[src/rtl/mmio_route_pkg.sv]
// Package: shared widths and the decoded per-window configuration type.
// Assumes 40-bit request addresses compared at 64 KB page granularity.
package mmio_route_pkg;
    localparam int ADDR_W   = 40;
    localparam int PAGE_LSB = 16;
    localparam int PAGE_W   = ADDR_W - PAGE_LSB;
    localparam int NODE_W   = 3;
    localparam int LINK_W   = 2;
    localparam int REG_W    = 32;
    localparam logic [LINK_W-1:0] LINK_RSVD = 2'b11;

    typedef struct packed {
        logic [PAGE_W-1:0] lo_page;
        logic [PAGE_W-1:0] hi_page;
        logic              rd_en;
        logic              wr_en;
        logic              cpu_off;
        logic              locked;
        logic [NODE_W-1:0] node;
        logic [LINK_W-1:0] link;
        logic              force_np;
    } win_cfg_t;
endpackage

[src/rtl/mmio_route_regs.sv]
// Module: window register file.
// Holds one lower/upper register pair per window and applies the per-pair lock.
// Assumes a register write takes effect at the clock edge where cfg_we is high.
module mmio_route_regs
    import mmio_route_pkg::*;
#(
    parameter int N_PAIRS = 8,
    localparam int IDX_W = $clog2(N_PAIRS)
) (
    input  logic                      clk,
    input  logic                      rst_n,
    input  logic                      cfg_we,
    input  logic [IDX_W-1:0]          cfg_idx,
    input  logic                      cfg_upper,
    input  logic [REG_W-1:0]          cfg_wdata,
    output logic [REG_W-1:0]          cfg_rdata,
    output win_cfg_t [N_PAIRS-1:0]    win_cfg,
    output logic [N_PAIRS-1:0]        lock_vec
);
    win_cfg_t [N_PAIRS-1:0] cfg_q;

    for (genvar g = 0; g < N_PAIRS; g++) begin : g_pair
        logic sel_me;
        assign sel_me = cfg_we && (cfg_idx == IDX_W'(g)) && !cfg_q[g].locked;

        // Update this pair's fields on an unlocked write, clear on reset.
        always_ff @(posedge clk) begin
            if (!rst_n) begin
                cfg_q[g] <= '0;
            end else if (sel_me && !cfg_upper) begin
                cfg_q[g].lo_page <= cfg_wdata[REG_W-1:8];
                cfg_q[g].rd_en   <= cfg_wdata[0];
                cfg_q[g].wr_en   <= cfg_wdata[1];
                cfg_q[g].cpu_off <= cfg_wdata[2];
                cfg_q[g].locked  <= cfg_wdata[3];
            end else if (sel_me && cfg_upper) begin
                cfg_q[g].hi_page  <= cfg_wdata[REG_W-1:8];
                cfg_q[g].force_np <= cfg_wdata[7];
                cfg_q[g].link     <= cfg_wdata[5:4];
                cfg_q[g].node     <= cfg_wdata[2:0];
            end
        end

        assign lock_vec[g] = cfg_q[g].locked;
    end

    assign win_cfg = cfg_q;

    // Present the selected register with unused bits at zero.
    always_comb begin
        win_cfg_t s;
        s = cfg_q[cfg_idx];
        if (cfg_upper)
            cfg_rdata = {s.hi_page, s.force_np, 1'b0, s.link, 1'b0, s.node};
        else
            cfg_rdata = {s.lo_page, 4'b0, s.locked, s.cpu_off, s.wr_en, s.rd_en};
    end
endmodule

[src/rtl/mmio_route_match.sv]
// Module: single-window comparator.
// Decides whether one window claims a request from its bounds, enables and CPU exclusion.
// Assumes the request page is already extracted from the address.
module mmio_route_match
    import mmio_route_pkg::*;
(
    input  win_cfg_t          cfg,
    input  logic [PAGE_W-1:0] page,
    input  logic              is_write,
    input  logic              from_cpu,
    output logic              hit
);
    logic in_range;
    logic type_ok;

    // Inclusive bound check and enable check for the request type.
    always_comb begin
        in_range = (page >= cfg.lo_page) && (page <= cfg.hi_page);
        type_ok  = is_write ? cfg.wr_en : cfg.rd_en;
        hit      = in_range && type_ok && !(from_cpu && cfg.cpu_off);
    end
endmodule

[src/rtl/mmio_route_pick.sv]
// Module: fixed-priority selector.
// Returns the lowest-index window that matched, plus a flag saying whether any matched.
module mmio_route_pick #(
    parameter int N_PAIRS = 8,
    localparam int IDX_W = $clog2(N_PAIRS)
) (
    input  logic [N_PAIRS-1:0] hit_vec,
    output logic               any_hit,
    output logic [IDX_W-1:0]   win_idx
);
    // Scan from the top down so the lowest matching index is the last one assigned.
    always_comb begin
        win_idx = '0;
        for (int i = N_PAIRS - 1; i >= 0; i--) begin
            if (hit_vec[i]) win_idx = IDX_W'(i);
        end
        any_hit = |hit_vec;
    end
endmodule

[src/rtl/mmio_route_top.sv]
// Module: memory-mapped I/O range router top.
// Compares each request against all windows in parallel, picks the lowest-index match
// and registers the route one cycle after the request.
// Assumes at most one request per cycle and no back-pressure.
module mmio_route_top
    import mmio_route_pkg::*;
#(
    parameter int N_PAIRS = 8,
    localparam int IDX_W = $clog2(N_PAIRS)
) (
    input  logic              clk,
    input  logic              rst_n,
    input  logic              cfg_we,
    input  logic [IDX_W-1:0]  cfg_idx,
    input  logic              cfg_upper,
    input  logic [REG_W-1:0]  cfg_wdata,
    output logic [REG_W-1:0]  cfg_rdata,
    input  logic              req_valid,
    input  logic [ADDR_W-1:0] req_addr,
    input  logic              req_write,
    input  logic              req_from_cpu,
    output logic              rsp_valid,
    output logic              rsp_hit,
    output logic [NODE_W-1:0] rsp_node,
    output logic [LINK_W-1:0] rsp_link,
    output logic              rsp_nonposted,
    output logic              rsp_err
);
    win_cfg_t [N_PAIRS-1:0] win_cfg;
    logic [N_PAIRS-1:0]     lock_vec;
    logic [N_PAIRS-1:0]     hit_vec;
    logic                   any_hit;
    logic [IDX_W-1:0]       win_idx;
    logic [PAGE_W-1:0]      req_page;

    assign req_page = req_addr[ADDR_W-1:PAGE_LSB];

    mmio_route_regs #(.N_PAIRS(N_PAIRS)) regs_i (
        .clk       (clk),
        .rst_n     (rst_n),
        .cfg_we    (cfg_we),
        .cfg_idx   (cfg_idx),
        .cfg_upper (cfg_upper),
        .cfg_wdata (cfg_wdata),
        .cfg_rdata (cfg_rdata),
        .win_cfg   (win_cfg),
        .lock_vec  (lock_vec)
    );

    for (genvar g = 0; g < N_PAIRS; g++) begin : g_match
        mmio_route_match match_i (
            .cfg      (win_cfg[g]),
            .page     (req_page),
            .is_write (req_write),
            .from_cpu (req_from_cpu),
            .hit      (hit_vec[g])
        );
    end

    mmio_route_pick #(.N_PAIRS(N_PAIRS)) pick_i (
        .hit_vec (hit_vec),
        .any_hit (any_hit),
        .win_idx (win_idx)
    );

    // Register the route for a valid request; the reserved link code turns into an error.
    always_ff @(posedge clk) begin
        if (!rst_n || !req_valid) begin
            rsp_valid     <= rst_n && req_valid;
            rsp_hit       <= 1'b0;
            rsp_err       <= 1'b0;
            rsp_node      <= '0;
            rsp_link      <= '0;
            rsp_nonposted <= 1'b0;
        end else begin
            rsp_valid <= 1'b1;
            if (any_hit && win_cfg[win_idx].link != LINK_RSVD) begin
                rsp_hit       <= 1'b1;
                rsp_err       <= 1'b0;
                rsp_node      <= win_cfg[win_idx].node;
                rsp_link      <= win_cfg[win_idx].link;
                rsp_nonposted <= req_write && req_from_cpu && win_cfg[win_idx].force_np;
            end else begin
                rsp_hit       <= 1'b0;
                rsp_err       <= any_hit;
                rsp_node      <= '0;
                rsp_link      <= '0;
                rsp_nonposted <= 1'b0;
            end
        end
    end
endmodule

[config.mk]
export PLATFORM = sky130hd
export DESIGN_NAME = mmio_route_top
export DESIGN_NICKNAME = d
export VERILOG_FILES = /design/src/rtl/mmio_route_pkg.sv /design/src/rtl/mmio_route_regs.sv /design/src/rtl/mmio_route_match.sv /design/src/rtl/mmio_route_pick.sv /design/src/rtl/mmio_route_top.sv
export SDC_FILE = /design/constraint.sdc
export NUM_CORES = 2
export LEC_CHECK = 0
export BUFFER_PORTS_ARGS = -buffer_cell sky130_fd_sc_hd__buf_2
export CAP_MARGIN = 20
export CORE_UTILIZATION = 30
export CTS_CLUSTER_DIAMETER = 50
export DETAILED_ROUTE_END_ITERATION = 12
export GPL_ROUTABILITY_DRIVEN = 1
export HOLD_SLACK_MARGIN = 0.03
export PLACE_DENSITY = 0.45
export SLEW_MARGIN = 30
export SYNTH_ARGS = -nofsm -noshare
export SYNTH_HDL_FRONTEND = slang
export SYNTH_SLANG_ARGS = --single-unit
[constraint.sdc]
create_clock -name clk -period 5.5 [get_ports clk]
set_input_delay 0 -clock clk [delete_from_list [all_inputs] [get_ports clk]]
set_output_delay 0 -clock clk [all_outputs]
set_load 0.05 [all_outputs]
==> metrics <==
DRT Pass-1 Iters=5; placed cell count=between 5k and 6k; Ports=between 100 and 150; IO Port Bufs=104; reg-to-reg endpoint=rsp_nonposted; critical path capture point type=flop; CP arrival=5560 ps; number of routed nets with antenna violations=0; clock-pin slew on the worst setup and hold paths=60 ps; outcome=completed; peak supply drop=0.1814 mV; Top FF cell, synth=dfxtp_1; Die W=around 320 um; leakage=12.59 nW; clk sinks=about 470; syn nets=4188; Adder-Cell Fraction of Synth Area=15.39%; Post-Layout Cell Count=5191; main combinational cell family by area after synthesis=compound AO/OA/AOI/OAI gates; top cells by count, synth=nand2_1 (971), dfxtp_1 (473), a21boi_0 (460), ha_1 (384), inv_1 (384); period utilisation layout=91.91%; critical path peak fanout=7; largest net degree at the start of global routing=248; core area=102500 um2; register area share after synthesis=a little under a third; DR vias/cell=5.107; WHS Endpoint=regs_i.win_cfg[226]; Worst Setup Start Kind=flop; final setup vio count=0; P_int=0.007148 W; power per cell area=270.6 nW/um2; worst reg2reg path startpoint=regs_i.win_cfg[438]; Syn-to-layout area delta=16.17%; number of flops mapped to enable cells by yosys=0; Post-Synth XOR/XNOR Area=0%; Post-CTS Setup Bufs=0; detailed-placement wirelength estimate=84.23 mm; TritonCTS clock tree=built; Min Hold Slack=199.3 ps; Max Cap Viol=0; row cnt=117; area of the multi-input gates=19550 um2; post-CTS sizing=0; complex-gate fraction of the synthesized area=18.88%; gr usage total=22.92%; Comb power frac=11.2%; clock root buffer=clkbuf_16; post-synth top area cell=dfxtp_1; Num CTS Buffers=between 70 and 80; Cell Area, Synth=31230 um2; die height=324.6 um; Die Footprint=about 110000 um2; Max-slew headroom=33.77%; switching portion of total power=27.17%; worst setup path class=flop to flop; DR iter-0 viols=2087; DRC viols=0; # fillers=10.69k; sw power=approximately 0.0027 W; post-DR wirelength/cell=23.47 um; Worst EP required=~6000 ps; Setup Skew=22.80 ps; Max clock buf depth=3; Reg power frac=35.8%; Hold Crit Start=cfg_we; register area=around 9500 um2; synth warn=0; mux contribution to synthesized area=a little under an eighth; area share of the largest cell type after synthesis=between 30% and 40%; Fin. Hold Viols=0; Netlist cell types=81; Starting Density=30.47%; Yosys reg bits=~470; vias in the first global route=about 26k; max frequency=197.8 MHz; Async SR Flop Fraction=0%; Final Critical Period=5055 ps; Least-Margin Pin Slew=roughly 980 ps; share of cells above drive strength 1=12.85%; Clk pwr share=53.0%; RSZ-0062 raised after global routing=no; Finished Core Util=35.40%; Synth area leaders=dfxtp_1 (30%), ha_1 (15%), nand2_1 (12%); initial antenna violation count=4; R2R Setup Slk=440 ps; Hold Crit Class=primary input to flop; Mapped Cells=3722; Setup TNS Final=0 ps; CTS H-tree lvls=3; count leader, synth=nand2_1; first-pass GRT wire length=around 180 mm; number of cells on the worst reg-to-reg path=15; worst skew pair latency=roughly 640 ps; Hold Crit Depth=5; via count=26.51k; max-slew violation count=0; gpl congestion=0.8707; final net count=4227; Synth Area in Simple Gates=16.56%; Avg Cell Area, Syn=around 8.4 um2; gr ovfl total=0; drt total wl=121.8 mm
through the flow:
stage	power, W	worst slack, ps	area, um2
finish	0.009815	444.7	36280
global route	0.01018	417.7	36270
CTS	0.009920	572.0	36240
detailed placement	0.004663	819.6	33170
global placement	0.004657	742.6	33130
floorplan	0.004238	2004	31230
logic make-up after synthesis:
group | count (synthesis)
compound gates | 831
fa+ha+maj | 384
buf+inv | 621
flops | 473
mux | 173
other cells | 1
simple gates | 1239
worst max-delay path, stage by stage (launching register included):
cell,delay (ps)
dfxtp_1,360
inv_1,50
ha_1,310
nand4_1,230
nor4_1,910
a22oi_1,210
o211a_1,230
a21boi_1,420
a211oi_1,130
o221ai_2,600
mux2_2,410
nor2_1,80
a21oi_1,60
o2111ai_1,250
dlygate4sd3_1,620
nor2_1,40
metal layers:
| metal | track usage (%) | share of wire [%] | up-vias |
|---|---|---|---|
| li1 | - | - | 12860 |
| met1 | 32.72 | 48 | 12890 |
| met2 | 35.97 | 45 | 622 |
| met3 | 2.644 | 5.0 | 137 |
| met4 | 6.922 | 2.7 | 2 |
| met5 | 0 | 0.0098 | - |
cell usage in the layout (no fill, tap or decap), types with 13 or more instances in the layout:
cell	n
nor3_1	18
dlygate4sd3_1	35
ha_1	384
a21o_1	49
mux4_2	143
nand4_1	76
nor2_1	53
dfxtp_1	473
inv_1	384
o21ai_0	62
mux2i_1	24
a21boi_0	460
a211oi_1	23
a21oi_1	137
clkbuf_16	80
buf_4	56
nor2b_1	25
nand2_1	968
o211ai_1	13
buf_2	100
nand3_1	23
registers in the layout, indices dropped and copies added, names as in the netlist:
name,cells
rsp_hit,1
rsp_err,1
rsp_valid,1
regs_i.lock_vec,8
rsp_link,2
rsp_nonposted,1
rsp_node,3
regs_i.win_cfg,456
how the worst max path moves through the flow:
stage,from,to,depth (start not counted)
3_5_place_dp,req_addr[38],rsp_node[2],14
3_3_place_gp,req_addr[38],rsp_link[1],13
5_1_grt,regs_i.win_cfg[438],rsp_nonposted,15
4_1_cts,regs_i.win_cfg[438],rsp_nonposted,15
6_report,regs_i.win_cfg[438],rsp_nonposted,15
2_1_floorplan,regs_i.win_cfg[141],rsp_node[0],14
layout make-up:
type,instances,area share [%]
clock inverters,49,1.718
inverters,384,3.973
repair buffers,197,3.801
well taps,1368,4.718
flip-flops and latches,473,26.10
clock buffers,91,5.798
diodes,1,0.006898
multi-input cells,2628,53.88
power groups by stage:
stage                     sequential (W)  combinational [W]  clock [W]
after CTS                        0.00351            0.00111    0.00531
after global routing             0.00351            0.00121    0.00545
after floorplan                  0.00357           0.000667          0
after detailed placement         0.00358            0.00108          0
after global placement           0.00358            0.00108          0
final                            0.00351            0.00110    0.00520
what timing repair did:
action,CTS,global route
endpoints found under the hold margin,467,0
hold buffers,35,0
endpoints found under the setup margin,0,0
(Power assumes the default switching activity.)
